--- config.mk ---
export PLATFORM = sky130hd
export DESIGN_NAME = iic_master
export DESIGN_NICKNAME = d
export VERILOG_FILES = /design/src/rtl/iic_pkg.sv /design/src/rtl/iic_datapath.sv /design/src/rtl/iic_ctrl.sv /design/src/rtl/iic_master.sv
export SDC_FILE = /design/constraint.sdc
export NUM_CORES = 1
export LEC_CHECK = 0
export BUFFER_PORTS_ARGS = -buffer_cell sky130_fd_sc_hd__buf_2
export CORE_MARGIN = 2
export CORE_UTILIZATION = 53
export CTS_CLUSTER_DIAMETER = 80
export DETAILED_ROUTE_END_ITERATION = 16
export PLACE_DENSITY = 0.79
export SYNTH_ARGS = -nofsm -noshare
export SYNTH_HDL_FRONTEND = slang
export SYNTH_SLANG_ARGS = --single-unit
--- constraint.sdc ---
create_clock -name clk -period 1.7 [get_ports clk]
set_input_delay 0.425 -clock clk [delete_from_list [all_inputs] [get_ports clk]]
set_output_delay 0.425 -clock clk [all_outputs]
set_load 0.01 [all_outputs]
--- src/rtl/iic_pkg.sv ---
package iic_pkg;

  localparam int BYTE_W = 8;

  localparam logic [2:0] REG_CTRL = 3'd0;
  localparam logic [2:0] REG_STAT = 3'd1;
  localparam logic [2:0] REG_DATA = 3'd2;
  localparam logic [2:0] REG_ICFG = 3'd5;

  // strobes from control to datapath
  typedef struct packed {
    logic              loadShift;
    logic [BYTE_W-1:0] loadVal;
    logic              sampleBit;
    logic              sampleAck;
    logic              captureRx;
    logic              tickRestart;
  } dpCmd_t;

  // observations from datapath back to control
  typedef struct packed {
    logic              tick;
    logic              shiftMsb;
    logic [BYTE_W-1:0] rxData;
    logic              ackIn;
    logic              busy;
    logic              busyFell;
  } dpStat_t;

  typedef enum logic [2:0] {
    ST_IDLE, ST_START, ST_HOLD, ST_BIT, ST_STOPA, ST_STOPB, ST_STOPC
  } ctlState_t;

endpackage

--- src/rtl/iic_datapath.sv ---
module iic_datapath
  import iic_pkg::*;
#(
  parameter int QUARTER     = 25,
  parameter int SYNC_STAGES = 2
) (
  input  logic    clk,
  input  logic    rstN,
  input  logic    sclIn,
  input  logic    sdaIn,
  input  dpCmd_t  cmd,
  output dpStat_t stat
);

  localparam int CNT_W = (QUARTER > 1) ? $clog2(QUARTER) : 1;
  localparam logic [CNT_W-1:0] CNT_LAST = CNT_W'(QUARTER - 1);

  // line synchronisers, one stage per generate step
  logic [SYNC_STAGES-1:0] sclPipe, sdaPipe;

  genvar gi;
  generate
    for (gi = 0; gi < SYNC_STAGES; gi++) begin : g_sync
      always_ff @(posedge clk or negedge rstN) begin
        if (!rstN) begin
          sclPipe[gi] <= 1'b1;
          sdaPipe[gi] <= 1'b1;
        end else if (gi == 0) begin
          sclPipe[gi] <= sclIn;
          sdaPipe[gi] <= sdaIn;
        end else begin
          sclPipe[gi] <= sclPipe[(gi > 0) ? gi - 1 : 0];
          sdaPipe[gi] <= sdaPipe[(gi > 0) ? gi - 1 : 0];
        end
      end
    end
  endgenerate

  logic sclSync, sdaSync, sclDly, sdaDly;
  assign sclSync = sclPipe[SYNC_STAGES-1];
  assign sdaSync = sdaPipe[SYNC_STAGES-1];

  logic startDet, stopDet;
  assign startDet = sclSync && sclDly && sdaDly && !sdaSync;
  assign stopDet  = sclSync && sclDly && !sdaDly && sdaSync;

  logic busyQ, busyDly;
  always_ff @(posedge clk or negedge rstN) begin
    if (!rstN) begin
      sclDly  <= 1'b1;
      sdaDly  <= 1'b1;
      busyQ   <= 1'b0;
      busyDly <= 1'b0;
    end else begin
      sclDly  <= sclSync;
      sdaDly  <= sdaSync;
      busyDly <= busyQ;
      if (startDet)     busyQ <= 1'b1;
      else if (stopDet) busyQ <= 1'b0;
    end
  end

  // quarter-period timebase
  logic [CNT_W-1:0] tickCnt;
  always_ff @(posedge clk or negedge rstN) begin
    if (!rstN)                   tickCnt <= '0;
    else if (cmd.tickRestart)    tickCnt <= '0;
    else if (tickCnt == CNT_LAST) tickCnt <= '0;
    else                          tickCnt <= tickCnt + 1'b1;
  end

  // shared shift register: transmit MSB out, sampled line shifted in
  logic [BYTE_W-1:0] shiftQ, rxQ;
  logic              ackQ;
  always_ff @(posedge clk or negedge rstN) begin
    if (!rstN) begin
      shiftQ <= '0;
      rxQ    <= '0;
      ackQ   <= 1'b0;
    end else begin
      if (cmd.loadShift)      shiftQ <= cmd.loadVal;
      else if (cmd.sampleBit) shiftQ <= {shiftQ[BYTE_W-2:0], sdaSync};
      if (cmd.captureRx)      rxQ    <= shiftQ;
      if (cmd.sampleAck)      ackQ   <= sdaSync;
    end
  end

  assign stat.tick     = (tickCnt == CNT_LAST) && !cmd.tickRestart;
  assign stat.shiftMsb = shiftQ[BYTE_W-1];
  assign stat.rxData   = rxQ;
  assign stat.ackIn    = ackQ;
  assign stat.busy     = busyQ;
  assign stat.busyFell = busyDly && !busyQ;

  AST_BUSY_ON_START: assert property (@(posedge clk) disable iff (!rstN)
    startDet |=> busyQ) else $error("busy not set after START");
  AST_BUSY_OFF_STOP: assert property (@(posedge clk) disable iff (!rstN)
    stopDet |=> !busyQ) else $error("busy not cleared after STOP");

endmodule

--- src/rtl/iic_ctrl.sv ---
module iic_ctrl
  import iic_pkg::*;
(
  input  logic        clk,
  input  logic        rstN,
  input  logic [2:0]  regAddr,
  input  logic        regWr,
  input  logic [7:0]  regWrData,
  output logic [7:0]  regRdData,
  input  dpStat_t     stat,
  output dpCmd_t      cmd,
  output logic        sclLow,
  output logic        sdaLow,
  output logic        irq
);

  localparam logic [3:0] ACK_IDX = 4'(BYTE_W);

  logic gieQ, mselQ, txQ, nakQ, idleIeQ, irqFlagQ, doneQ;
  logic isRxQ, addrPendQ;
  logic [1:0] phaseQ;
  logic [3:0] bitIdxQ;
  ctlState_t stateQ;

  logic wrCtrl, wrStat, wrData, wrIcfg;
  assign wrCtrl = regWr && (regAddr == REG_CTRL);
  assign wrStat = regWr && (regAddr == REG_STAT);
  assign wrData = regWr && (regAddr == REG_DATA);
  assign wrIcfg = regWr && (regAddr == REG_ICFG);

  logic startGo, loadGo, stopGo, byteEnd, idleEvt;
  assign startGo = (stateQ == ST_IDLE) && mselQ && !stat.busy;
  assign loadGo  = (stateQ == ST_HOLD) && wrData;
  assign stopGo  = (stateQ == ST_HOLD) && !mselQ && !wrData;
  assign byteEnd = (stateQ == ST_BIT) && stat.tick && (phaseQ == 2'd3) && (bitIdxQ == ACK_IDX);
  assign idleEvt = idleIeQ && stat.busyFell;

  always_comb begin
    cmd.tickRestart = startGo || loadGo || stopGo;
    cmd.loadShift   = loadGo;
    cmd.loadVal     = (addrPendQ || txQ) ? regWrData : '1;
    cmd.sampleBit   = (stateQ == ST_BIT) && stat.tick && (phaseQ == 2'd2) && (bitIdxQ != ACK_IDX);
    cmd.sampleAck   = (stateQ == ST_BIT) && stat.tick && (phaseQ == 2'd2) && (bitIdxQ == ACK_IDX);
    cmd.captureRx   = byteEnd && isRxQ;
  end

  // software-visible registers
  always_ff @(posedge clk or negedge rstN) begin
    if (!rstN) begin
      gieQ     <= 1'b0;
      mselQ    <= 1'b0;
      txQ      <= 1'b0;
      nakQ     <= 1'b0;
      idleIeQ  <= 1'b0;
      irqFlagQ <= 1'b0;
    end else begin
      if (wrCtrl) begin
        gieQ  <= regWrData[7];
        mselQ <= regWrData[6];
        txQ   <= regWrData[5];
        nakQ  <= regWrData[4];
      end
      if (wrIcfg) idleIeQ <= regWrData[7] && mselQ;
      if (byteEnd || idleEvt)        irqFlagQ <= 1'b1;
      else if (wrStat && regWrData[1]) irqFlagQ <= 1'b0;
    end
  end

  // bus sequencer
  always_ff @(posedge clk or negedge rstN) begin
    if (!rstN) begin
      stateQ    <= ST_IDLE;
      sclLow    <= 1'b0;
      sdaLow    <= 1'b0;
      phaseQ    <= '0;
      bitIdxQ   <= '0;
      isRxQ     <= 1'b0;
      addrPendQ <= 1'b0;
      doneQ     <= 1'b1;
    end else begin
      case (stateQ)
        ST_IDLE: begin
          sclLow <= 1'b0;
          sdaLow <= 1'b0;
          if (startGo) begin
            sdaLow <= 1'b1;
            phaseQ <= '0;
            stateQ <= ST_START;
          end
        end
        ST_START: if (stat.tick) begin
          if (phaseQ == 2'd1) begin
            sclLow    <= 1'b1;
            addrPendQ <= 1'b1;
            stateQ    <= ST_HOLD;
          end else begin
            phaseQ <= phaseQ + 1'b1;
          end
        end
        ST_HOLD: begin
          if (loadGo) begin
            isRxQ   <= !(addrPendQ || txQ);
            bitIdxQ <= '0;
            phaseQ  <= '0;
            doneQ   <= 1'b0;
            stateQ  <= ST_BIT;
          end else if (stopGo) begin
            sdaLow <= 1'b1;
            stateQ <= ST_STOPA;
          end
        end
        ST_BIT: if (stat.tick) begin
          case (phaseQ)
            2'd0: begin
              if (bitIdxQ == ACK_IDX) sdaLow <= isRxQ && !nakQ;
              else                    sdaLow <= !isRxQ && !stat.shiftMsb;
              phaseQ <= 2'd1;
            end
            2'd1: begin
              sclLow <= 1'b0;
              phaseQ <= 2'd2;
            end
            2'd2: phaseQ <= 2'd3;
            default: begin
              sclLow <= 1'b1;
              phaseQ <= 2'd0;
              if (bitIdxQ == ACK_IDX) begin
                doneQ     <= 1'b1;
                addrPendQ <= 1'b0;
                stateQ    <= ST_HOLD;
              end else begin
                bitIdxQ <= bitIdxQ + 1'b1;
              end
            end
          endcase
        end
        ST_STOPA: if (stat.tick) begin
          sclLow <= 1'b0;
          stateQ <= ST_STOPB;
        end
        ST_STOPB: if (stat.tick) begin
          sdaLow <= 1'b0;
          stateQ <= ST_STOPC;
        end
        ST_STOPC: if (stat.tick) stateQ <= ST_IDLE;
        default: stateQ <= ST_IDLE;
      endcase
    end
  end

  always_comb begin
    case (regAddr)
      REG_CTRL: regRdData = {gieQ, mselQ, txQ, nakQ, 4'b0};
      REG_STAT: regRdData = {doneQ, 1'b0, stat.busy, 3'b0, irqFlagQ, stat.ackIn};
      REG_DATA: regRdData = stat.rxData;
      REG_ICFG: regRdData = {idleIeQ, 7'b0};
      default:  regRdData = 8'h00;
    endcase
  end

  assign irq = irqFlagQ && gieQ;

  AST_IDLE_EN_NEEDS_MASTER: assert property (@(posedge clk) disable iff (!rstN)
    $rose(idleIeQ) |-> $past(mselQ)) else $error("idle enable set outside master");
  AST_SDA_STABLE_SCL_HIGH: assert property (@(posedge clk) disable iff (!rstN)
    (stateQ == ST_BIT && !sclLow && $past(!sclLow)) |-> $stable(sdaLow))
    else $error("SDA moved while SCL high");
  AST_IRQ_HAS_SOURCE: assert property (@(posedge clk) disable iff (!rstN)
    $rose(irqFlagQ) |-> ($past(stat.busyFell) || $past(stateQ == ST_BIT && phaseQ == 2'd3)))
    else $error("interrupt flag without event");
  AST_SCL_HELD_BETWEEN_BYTES: assert property (@(posedge clk) disable iff (!rstN)
    (stateQ == ST_HOLD) |-> sclLow) else $error("SCL released between bytes");

endmodule

--- src/rtl/iic_master.sv ---
module iic_master
  import iic_pkg::*;
#(
  parameter int QUARTER     = 25,
  parameter int SYNC_STAGES = 2
) (
  input  logic       clk,
  input  logic       rstN,
  input  logic [2:0] regAddr,
  input  logic       regWr,
  input  logic [7:0] regWrData,
  output logic [7:0] regRdData,
  input  logic       sclIn,
  input  logic       sdaIn,
  output logic       sclOe,
  output logic       sdaOe,
  output logic       irq
);

  dpCmd_t  dpCmd;
  dpStat_t dpStat;

  iic_ctrl u_ctrl (
    .clk       (clk),
    .rstN      (rstN),
    .regAddr   (regAddr),
    .regWr     (regWr),
    .regWrData (regWrData),
    .regRdData (regRdData),
    .stat      (dpStat),
    .cmd       (dpCmd),
    .sclLow    (sclOe),
    .sdaLow    (sdaOe),
    .irq       (irq)
  );

  iic_datapath #(.QUARTER(QUARTER), .SYNC_STAGES(SYNC_STAGES)) u_datapath (
    .clk   (clk),
    .rstN  (rstN),
    .sclIn (sclIn),
    .sdaIn (sdaIn),
    .cmd   (dpCmd),
    .stat  (dpStat)
  );

endmodule

==> impl_metrics.tcl, run 1 <==
set metrics [dict create \
    run_status "finished with violations" \
    violations_in_the_final_reports "negative setup slack" \
    grt_pass1_wl_mm 11.6 \
    die_area_sq_um 5730 \
    n_fill_cell 291 \
    detail-route-antenna-nets 0 \
    clock-sinks 50 \
    met2_usage 0.470 \
    most-common-layout-cells "sky130_fd_sc_hd__buf_4, sky130_fd_sc_hd__dfrtp_1, sky130_fd_sc_hd__buf_2" \
    detailedRoute.firstIterationViolations 184 \
    timing.reg2reg.setup_slack_ns -0.15 \
    insertion_delay_ns 0.31 \
    post-synth-top-area-cell "sky130_fd_sc_hd__dfrtp_1" \
    cp.arrival_ns 2.05 \
    vias_per_cell 5.99 \
    htreeDepth 2 \
    critical_path.reg2reg.startpoint "u_ctrl.bitIdxQ[1]" \
    globalRouteTotalUtil 0.278 \
    die_height_microns 75.7 \
    worst_min_delay_path_category "input pin to async pin" \
    ys_async_sr_fraction 1.00 \
    synth_top_flop_cell "sky130_fd_sc_hd__dfrtp_1" \
    buffer_ports.inserted 26 \
    power_density_relative_to_cell_area_nw_per_um2 1200 \
    finalSetupViolCount 22 \
    min_period_over_period 1.09 \
    cp.required_ns 1.90 \
    final.setup.worst_slack_ns -0.152 \
    maxCapViolations 0 \
    globalRouteOverflowTotal 0 \
    peakVddDrop_mv 0.862 \
    grt.met3_usage 0.0675 \
    initial_core_utilization 0.540 \
    tritoncts "done" \
    place.detailed.instances 403 \
    crit_path_max_fanout 8 \
    timing.fmax_mhz 540 \
    wl_per_cell_microns 19.0 \
    reg2reg_to "u_datapath.rxQ[7]" \
    antennaDiodeCount 0 \
    worst_setup_path_startpoint "u_ctrl.bitIdxQ[1]" \
    synth.ff_latch_count 50 \
    route.detailed.drc 0 \
    yosys_warnings 0 \
    placeableCoreArea_sq_um 5040 \
    path_clk_slew_ns 0.10 \
    period_needed_ns 1.85 \
    grtUsageMet1 0.340 \
    dr_total_vias 2570 \
    dpl_worst_slack_ns -0.168 \
    total_leakage_power_nw 1.74 \
    initial_antenna_violation_count 0 \
    worst_clock_skew_ns 0.00789 \
    dieWidth_microns 75.7 \
    finish.cell_count_without_fillers 429 \
    grt_most_used_layer "met2" \
    postRouteWirelength_mm 8.17 \
    layout.cells.most_common "sky130_fd_sc_hd__buf_4" \
    netlist.area_leader.share 0.395 \
    timing.max_slew.rel_slack 0.641 \
    clock-root-buffer "sky130_fd_sc_hd__clkbuf_8" \
    post_synth_num_cell_types 56 \
    hold_ws_ns 0.0100 \
    timing.reg2reg.worst_path_depth 7 \
    tritoncts.num_buffers 5 \
    detailedPlacementHpwl_mm 5.21 \
    tightestPinTransition_ns 0.534 \
    final_nets 383 \
    synth_edf_count 0 \
    setup_repair_after_global_routing_missed_its_margin "yes" \
    synth.cell_area_sq_um 2730 \
    number_of_detailed_routing_iterations_run_before_antenna_repair 4 \
    core.rowCount 26 \
    post_route_cells_drive_above_1_share 0.474 \
    synth.yosys.seq_area_share 0.462 \
    postCtsHoldBufs 0 \
    final-hold-violation-count 0 \
    final_max_slew_viols 0 \
    gpl_congestion 0.949 \
    cp-start-kind "register" \
    io-pin-count 27 \
    syn_avg_cell_area_sq_um 10.6 \
    area_growth_syn_to_layout_pct 41.5 \
    syn_inst 257 \
    grt_pass1_vias 2451 \
    timing_worst_setup_path_type "register to register" \
    cp-end-kind "register" \
    grt_max_degree 26 \
    ctsLongestPathBuffers 2 \
    capturing_instance_or_port_of_the_critical_path "u_datapath.rxQ[7]" \
    number_of_nets_produced_by_synthesis 282 \
    top_cells_by_area_synth "sky130_fd_sc_hd__dfrtp_1, sky130_fd_sc_hd__dfstp_2, sky130_fd_sc_hd__mux2_2, sky130_fd_sc_hd__mux2i_1, sky130_fd_sc_hd__ha_1" \
]
## per-layer routing
layer / share of wire / up-vias / wire, microns
li1: - / 1170 / -
met1: 0.39 / 1226 / 3160
met2: 0.51 / 137 / 4180
met3: 0.060 / 37 / 493
met4: 0.040 / 0 / 329
met5: 0 / - / 0
## flip-flops by register name, indices dropped and copies added (netlist names), 2 cells and up
name,flops
u_ctrl.bitIdxQ,4
u_datapath.tickCnt,5
u_datapath.rxQ,8
u_ctrl.phaseQ,2
u_datapath.shiftQ,8
u_ctrl.stateQ,3
## cells by family after synthesis
family	Yosys count	share of synthesized area
flops	50	0.462
buf+inv	19	0.0326
fa+ha+maj	9	0.0413
compound gates	54	0.137
simple gates	94	0.208
mux	28	0.109
xor+xnor	3	0.00964
## synth_stat cells (3+ instances only)
cell type	instances
sky130_fd_sc_hd__nand2b_1	3
sky130_fd_sc_hd__nand3_1	12
sky130_fd_sc_hd__o22ai_1	3
sky130_fd_sc_hd__nor4_1	4
sky130_fd_sc_hd__nand2_1	16
sky130_fd_sc_hd__or4_1	3
sky130_fd_sc_hd__nand4_1	9
sky130_fd_sc_hd__nor2_1	16
sky130_fd_sc_hd__buf_2	5
sky130_fd_sc_hd__mux2i_1	14
sky130_fd_sc_hd__dfstp_2	7
sky130_fd_sc_hd__mux2_2	14
sky130_fd_sc_hd__nand3b_1	3
sky130_fd_sc_hd__and3_1	5
sky130_fd_sc_hd__dfrtp_1	43
sky130_fd_sc_hd__ha_1	9
sky130_fd_sc_hd__a21oi_1	7
sky130_fd_sc_hd__o21ai_0	16
sky130_fd_sc_hd__nor2b_1	7
sky130_fd_sc_hd__a2bb2oi_1	8
sky130_fd_sc_hd__nor3_1	4
sky130_fd_sc_hd__inv_1	9
## area by class of cell
cell class | count | area [sq um] | share of cell area
inverters | 9 | 33.8 | 0.00876
clock buffers | 6 | 82.6 | 0.0214
well taps | 70 | 87.6 | 0.0227
multi-input cells | 188 | 1600 | 0.414
clock inverters | 2 | 16.3 | 0.00422
repair buffers | 104 | 777 | 0.201
flip-flops and latches | 50 | 1260 | 0.327
## how the worst min path moves through the flow
stage	slack (ns)	from	endpoint
final	0.01	rstN	u_ctrl.sclLow
after detailed placement	0.35	u_datapath.sdaPipe[0]	u_datapath.sdaSync
after CTS	0.02	rstN	u_ctrl.sclLow
after global routing	0.04	rstN	u_ctrl.sclLow
after floorplan	0.13	rstN	u_ctrl.addrPendQ
after global placement	0.35	u_datapath.sdaPipe[0]	u_datapath.sdaSync
## stage by stage
stage,util,total power [mW],TNS (ns),area [sq um]
after CTS,0.728,4.34,-1.30,3670
after global placement,0.671,3.38,-2.20,3380
after floorplan,-,2.59,-0.717,2740
after detailed placement,0.671,3.45,-3.34,3380
final,0.765,4.64,-1.89,3860
after global routing,0.765,4.92,-3.43,3860
## worst max-delay path, stage by stage, from the launching register on
cell and delay, ns:
sky130_fd_sc_hd__dfrtp_1 0.40, sky130_fd_sc_hd__inv_2 0.09, sky130_fd_sc_hd__ha_4 0.13, sky130_fd_sc_hd__and3b_2 0.21
sky130_fd_sc_hd__nand4_1 0.15, sky130_fd_sc_hd__nor3b_4 0.27, sky130_fd_sc_hd__buf_12 0.18, sky130_fd_sc_hd__mux2_4 0.31
## repair_timing
action / CTS / global route
pin swaps: 10 / 10
gates resized for setup: 30 / 31
buffers inserted: 11 / 8
setup endpoints to repair: 22 / 35
## power breakdown
part | total [mW] | switching [mW] | internal (mW)
Combinational | 2.21 | 1.09 | 1.12
Clock | 0.766 | 0.430 | 0.336
Sequential | 1.66 | 0.250 | 1.41
No activity file was read; power rests on OpenSTA's default activity.
==> run 2, diff against run 1 <==
- CORE_ASPECT_RATIO: not set -> 1.2
==> run 2 against run 1 <==
  * The flow still finishes with violations (negative setup slack)
  * Sequential share of layout area increased by 1.2 points
  * Highest routed layer unchanged
  * Via count decreased by 2.6%
  * Clock power decreased by 2%
  * Global-route usage decreased by 2.0 points
  * Maximum frequency increased by 2.0%
==> impl_metrics.tcl, run 2 (synthesis gave the netlist of run 1 again) <==
set metrics [dict create \
    run_status "finished with violations" \
    violations_in_the_final_reports "negative setup slack" \
    peakVddDrop_mv 0.823 \
    final_max_slew_viols 0 \
    period_needed_ns 1.82 \
    dieWidth_microns 69.5 \
    globalRouteTotalUtil 0.258 \
    postCtsHoldBufs 0 \
    grt_max_degree 28 \
    regArea_sq_um 1260 \
    initial_core_utilization 0.552 \
    worst_clock_skew_ns 0.0123 \
    area_growth_syn_to_layout_pct 36.5 \
    htreeDepth 2 \
    timing.setup.tns_ns -1.41 \
    number_of_detailed_routing_iterations_run_before_antenna_repair 5 \
    final_nets 377 \
    clock-root-buffer "sky130_fd_sc_hd__clkbuf_8" \
    layout.cells.most_common "sky130_fd_sc_hd__buf_4" \
    postRouteWirelength_mm 7.47 \
    cp.required_ns 1.91 \
    timing.reg2reg.worst_path_depth 5 \
    sequence_of_cells_on_the_critical_path "and3b_2 -> nand4_1 -> nor3b_4 -> buf_12 -> mux2_2" \
    globalRouteOverflowTotal 0 \
    worst_min_delay_path_category "input pin to async pin" \
    dr_total_vias 2502 \
    detail-route-antenna-nets 0 \
    timing.critical_path.slowest_cell_delay_ns 0.47 \
    final_core_utilization 0.753 \
    timing_worst_setup_path_type "register to register" \
    detailedRoute.firstIterationViolations 152 \
    gpl_congestion 0.889 \
    final.setup.worst_slack_ns -0.116 \
    worst_path_max_delay_cell "sky130_fd_sc_hd__dfrtp_1" \
    final-hold-violation-count 0 \
    tritoncts.num_buffers 5 \
    total_leakage_power_nw 1.72 \
    n_fill_cell 284 \
    wl_per_cell_microns 18.1 \
    cp-end-kind "register" \
    biggestRegsByFlops "u_datapath.rxQ x8, u_datapath.shiftQ x8, u_datapath.tickCnt x5" \
    most-common-layout-cells "sky130_fd_sc_hd__buf_4, sky130_fd_sc_hd__dfrtp_1, sky130_fd_sc_hd__buf_2" \
    grt_pass1_vias 2523 \
    ctsLongestPathBuffers 2 \
    tritoncts "done" \
    cp.arrival_ns 2.02 \
    buffer_ports.inserted 26 \
    power_density_relative_to_cell_area_nw_per_um2 1230 \
    tightestPinTransition_ns 0.735 \
    core.rowCount 28 \
    clock-sinks 50 \
    finalSetupViolCount 22 \
    timing.reg2reg.setup_slack_ns -0.12 \
    setup_repair_after_global_routing_missed_its_margin "yes" \
    maxCapViolations 0 \
    multiInputGateArea_sq_um 1490 \
    timing.max_slew.rel_slack 0.507 \
    path_clk_slew_ns 0.11 \
    post_route_cells_drive_above_1_share 0.450 \
    final_area_sq_um 3720 \
    vias_per_cell 6.06 \
    die_height_microns 82.6 \
    cp-start-kind "register" \
    die_area_sq_um 5730 \
    detailedPlacementHpwl_mm 5.02 \
    antennaDiodeCount 0 \
    timing.fmax_mhz 551 \
    crit_path_max_fanout 8 \
    insertion_delay_ns 0.32 \
    critical_path.reg2reg.startpoint "u_ctrl.stateQ[2]" \
    io-pin-count 27 \
    route.detailed.drc 0 \
    detailed_place.area_sq_um 3310 \
    grt_pass1_wl_mm 11.7 \
    min_period_over_period 1.07 \
    initial_antenna_violation_count 0 \
    reg2reg_to "u_datapath.rxQ[4]" \
    placeableCoreArea_sq_um 4940 \
]
==> run 2: cell count changes in the layout (fill, tap and decap cells not counted), sizes merged <==
| cell | before | now |
|---|---|---|
| buf | 104 | 98 |
| clkinv | 0 | 2 |
| clkbuf | 6 | 5 |
| clkinvlp | 1 | 0 |
==> run 2: timing repair <==
action | in CTS | in global routing
gates resized for setup | 19 | 23
pin swaps | 9 | 12
setup endpoints to repair | 29 | 34
setup buffers | 11 | 11
==> run 2: critical path, delay by kind of cell (launching register included) <==
family | cells | cell delay [ns]
simple gates | 3 | 0.74
flops | 1 | 0.47
mux | 1 | 0.33
buf+inv | 1 | 0.15
==> run 2: how the worst max path moves through the flow <==
stage                     cells after the start  slack (ns)                  start                   end
after floorplan                               6       -0.09      u_ctrl.bitIdxQ[0]     u_datapath.rxQ[0]
after global placement                        6       -0.17             regAddr[0]      u_ctrl.phaseQ[1]
after detailed placement                      6       -0.23             regAddr[2]  u_datapath.shiftQ[6]
after CTS                                     7       -0.11  u_datapath.tickCnt[0]      u_ctrl.stateQ[1]
after global routing                          6       -0.21  u_datapath.tickCnt[1]         u_ctrl.sdaLow
final                                         5       -0.12       u_ctrl.stateQ[2]     u_datapath.rxQ[4]
==> run 2: layout make-up <==
type / instances / share of cell area
clock buffers: 5 / 0.0185
clock inverters: 3 / 0.00774
inverters: 9 / 0.00908
multi-input cells: 188 / 0.402
flip-flops and latches: 50 / 0.339
well taps: 60 / 0.0202
repair buffers: 98 / 0.204
==> run 2: metal layers <==
metal | share of wire | GRT usage | wire, microns | up-vias
met4 | 0.021 | 0.116 | 155 | 0
met1 | 0.40 | 0.294 | 2950 | 1247
met3 | 0.046 | 0.0413 | 346 | 15
met2 | 0.54 | 0.482 | 4010 | 88
met5 | 0 | 0 | 0 | -
li1 | - | - | - | 1152
==> run 2: metrics by stage <==
stage	setup WS, ns	instances	hold WS (ns)	total power [mW]
after CTS	-0.110	402	0.0377	4.32
after detailed placement	-0.233	384	0.348	3.37
final	-0.116	413	0.0254	4.56
after global placement	-0.170	384	0.347	3.31
after global routing	-0.206	413	0.0622	4.84
after floorplan	-0.0887	257	0.129	2.59
==> run 2: power by group <==
part | total [mW] | internal [mW] | switching, mW
clock network | 0.747 | 0.305 | 0.442
registers | 1.63 | 1.41 | 0.211
logic | 2.19 | 1.11 | 1.07
total | 4.56 | 2.83 | 1.72
==> run 3, diff against run 2 <==
--- a/config.mk
+++ b/config.mk
@@ -14,2 +14,3 @@
 export PLACE_DENSITY = 0.79
+export RECOVER_POWER = 25
 export SYNTH_ARGS = -nofsm -noshare
==> constraint.sdc (replaced) <==
create_clock -name clk -period 1.7 [get_ports clk]
set_input_delay 0.255 -clock clk [delete_from_list [all_inputs] [get_ports clk]]
set_output_delay 0.255 -clock clk [all_outputs]
set_load 0.01 [all_outputs]
==> run 3 against run 2 <==
  * The run still ends with negative setup slack left
  * Critical path depth is 2 higher
  * Sequential share of layout area decreased by 1.1 points
  * Via count up 11%
  * Clock skew down 0.0027 ns
  * Largest power group unchanged
  * Final cell count up 2.2%
  * Total power up 12%
  * Sequential power about the same
  * Worst hold slack improved by 0.0014 ns
  * Utilization up 2.6 points
  * Critical endpoint is now u_ctrl.stateQ[1]
  * Wire length is 20% higher
  * First-iteration DRC count is 120% higher
  * Die area is the same
==> impl_metrics.tcl, run 3 (synthesis gave the netlist of run 1 again) <==
set metrics [dict create \
    run_status "finished with violations" \
    violations_in_the_final_reports "negative setup slack" \
    antennaDiodeCount 0 \
    peakVddDrop_mv 1.27 \
    final_max_slew_viols 0 \
    buffer_ports.inserted 26 \
    hold_ws_ns 0.0268 \
    tritoncts "done" \
    detail-route-antenna-nets 0 \
    final.setup.worst_slack_ns -0.368 \
    place.detailed.instances 387 \
    path_clk_slew_ns 0.10 \
    cp.arrival_ns 2.31 \
    period_needed_ns 2.07 \
    die_height_microns 82.6 \
    area_growth_syn_to_layout_pct 41.2 \
    timing.reg2reg.worst_path_depth 7 \
    initial_antenna_violation_count 0 \
    insertion_delay_ns 0.32 \
    postRouteWirelength_mm 8.94 \
    dieWidth_microns 69.5 \
    final-hold-violation-count 0 \
    grt_pass1_wl_mm 12.6 \
    min_period_over_period 1.22 \
    power_consumption_mw 5.12 \
    detailedPlacementHpwl_mm 5.01 \
    timing_worst_setup_path_type "register to register" \
    clock-root-buffer "sky130_fd_sc_hd__clkbuf_8" \
    tritoncts.num_buffers 5 \
    detailedRoute.firstIterationViolations 330 \
    crit_path_max_fanout 4 \
    grt_pass1_vias 2570 \
    dr_total_vias 2773 \
    post_route_cells_drive_above_1_share 0.475 \
    worst_min_delay_path_category "input pin to register" \
    route.detailed.drc 0 \
    most-common-layout-cells "sky130_fd_sc_hd__buf_4, sky130_fd_sc_hd__dfrtp_1, sky130_fd_sc_hd__buf_2" \
    placeableCoreArea_sq_um 4940 \
    initial_core_utilization 0.552 \
    timing.fmax_mhz 484 \
    number_of_detailed_routing_iterations_run_before_antenna_repair 6 \
    wl_per_cell_microns 21.2 \
    cp.required_ns 1.94 \
    holdPathStages 1 \
    timing.critical_path.slowest_cell_delay_ns 0.43 \
    setup_repair_after_global_routing_missed_its_margin "yes" \
    clock-sinks 50 \
    io-pin-count 27 \
    timing.max_slew.rel_slack 0.465 \
    final_nets 386 \
    finish.cell_count_without_fillers 422 \
    grt_max_degree 33 \
    layout.cells.most_common "sky130_fd_sc_hd__buf_4" \
    htreeDepth 2 \
    gpl_congestion 0.927 \
    tightestPinTransition_ns 0.794 \
    cp-end-kind "register" \
    ctsLongestPathBuffers 2 \
    die_area_sq_um 5730 \
    worst_clock_skew_ns 0.00955 \
    finalSetupViolCount 28 \
    maxCapViolations 0 \
    globalRouteOverflowTotal 0 \
    core.rowCount 28 \
    vias_per_cell 6.57 \
    biggestRegsByFlops "u_datapath.rxQ x8, u_datapath.shiftQ x8, u_datapath.tickCnt x5" \
    cp-start-kind "register" \
    globalRouteTotalUtil 0.286 \
    sequence_of_cells_on_the_critical_path "inv_2 -> ha_4 -> nand4b_1 -> buf_6 -> or3_1 -> or4_4 -> nand4_1" \
    worst_path_max_delay_cell "sky130_fd_sc_hd__or4_4" \
    total_leakage_power_nw 1.76 \
    power_density_relative_to_cell_area_nw_per_um2 1330 \
]
run 3: final cells by class:
class | instances | area (sq um)
multi-input combinational | 188 | 1570
timing repair buffer | 107 | 796
inverter | 9 | 33.8
fill | 269 | 1090
sequential | 50 | 1260
clock buffer | 6 | 72.6
clock inverter | 2 | 37.5
tap | 60 | 75.1
run 3: worst max-delay path: cells and delay by family, from the launching register on:
kind	cells	cell delay (ns)
DFF	1	0.41
adders and majority gates	1	0.16
and+or+nand+nor	4	1.11
buffers and inverters	2	0.30
run 3: where the power goes:
group	internal [mW]	switching (mW)	leakage [nW]
Clock	0.440	0.432	0.0514
Combinational	1.27	1.34	1.13
Sequential	1.41	0.234	0.578
Total	3.12	2.00	1.76
run 3: timing repair:
item / CTS / global route
gates resized for setup: 26 / 38
hold buffers: 1 / 0
endpoints found under the hold margin: 17 / 0
pin swaps: 11 / 18
setup buffers: 18 / 11
endpoints found under the setup margin: 26 / 35
run 3: layer usage:
metal | global-route usage | wire length [microns]
met5 | 0 | 0
met4 | 0.180 | 572
met3 | 0.0570 | 647
met2 | 0.483 | 4490
met1 | 0.339 | 3230
run 3: worst paths after layout:
path	from	endpoint	slack, ns
min in group asynchronous	rstN	u_ctrl.sclLow	0.41
hold reg to reg	u_datapath.sdaPipe[0]	u_datapath.sdaSync	0.36
hold / removal	sclIn	u_datapath.sclPipe[0]	0.03
max in group asynchronous	rstN	u_datapath.sdaPipe[0]	0.68
setup / recovery	u_datapath.tickCnt[0]	u_ctrl.stateQ[1]	-0.37
setup reg to reg	u_datapath.tickCnt[0]	u_ctrl.stateQ[1]	-0.37
run 3: through the flow:
step	instance area, sq um	setup TNS (ns)	utilization	setup slack [ns]
6_report	3850	-3.45	0.779	-0.368
5_1_grt	3850	-5.20	0.779	-0.360
4_1_cts	3650	-1.24	0.739	-0.162
3_5_place_dp	3310	-2.20	0.670	-0.158
3_3_place_gp	3310	-1.23	0.670	-0.108
2_1_floorplan	2740	-0.717	-	-0.0887
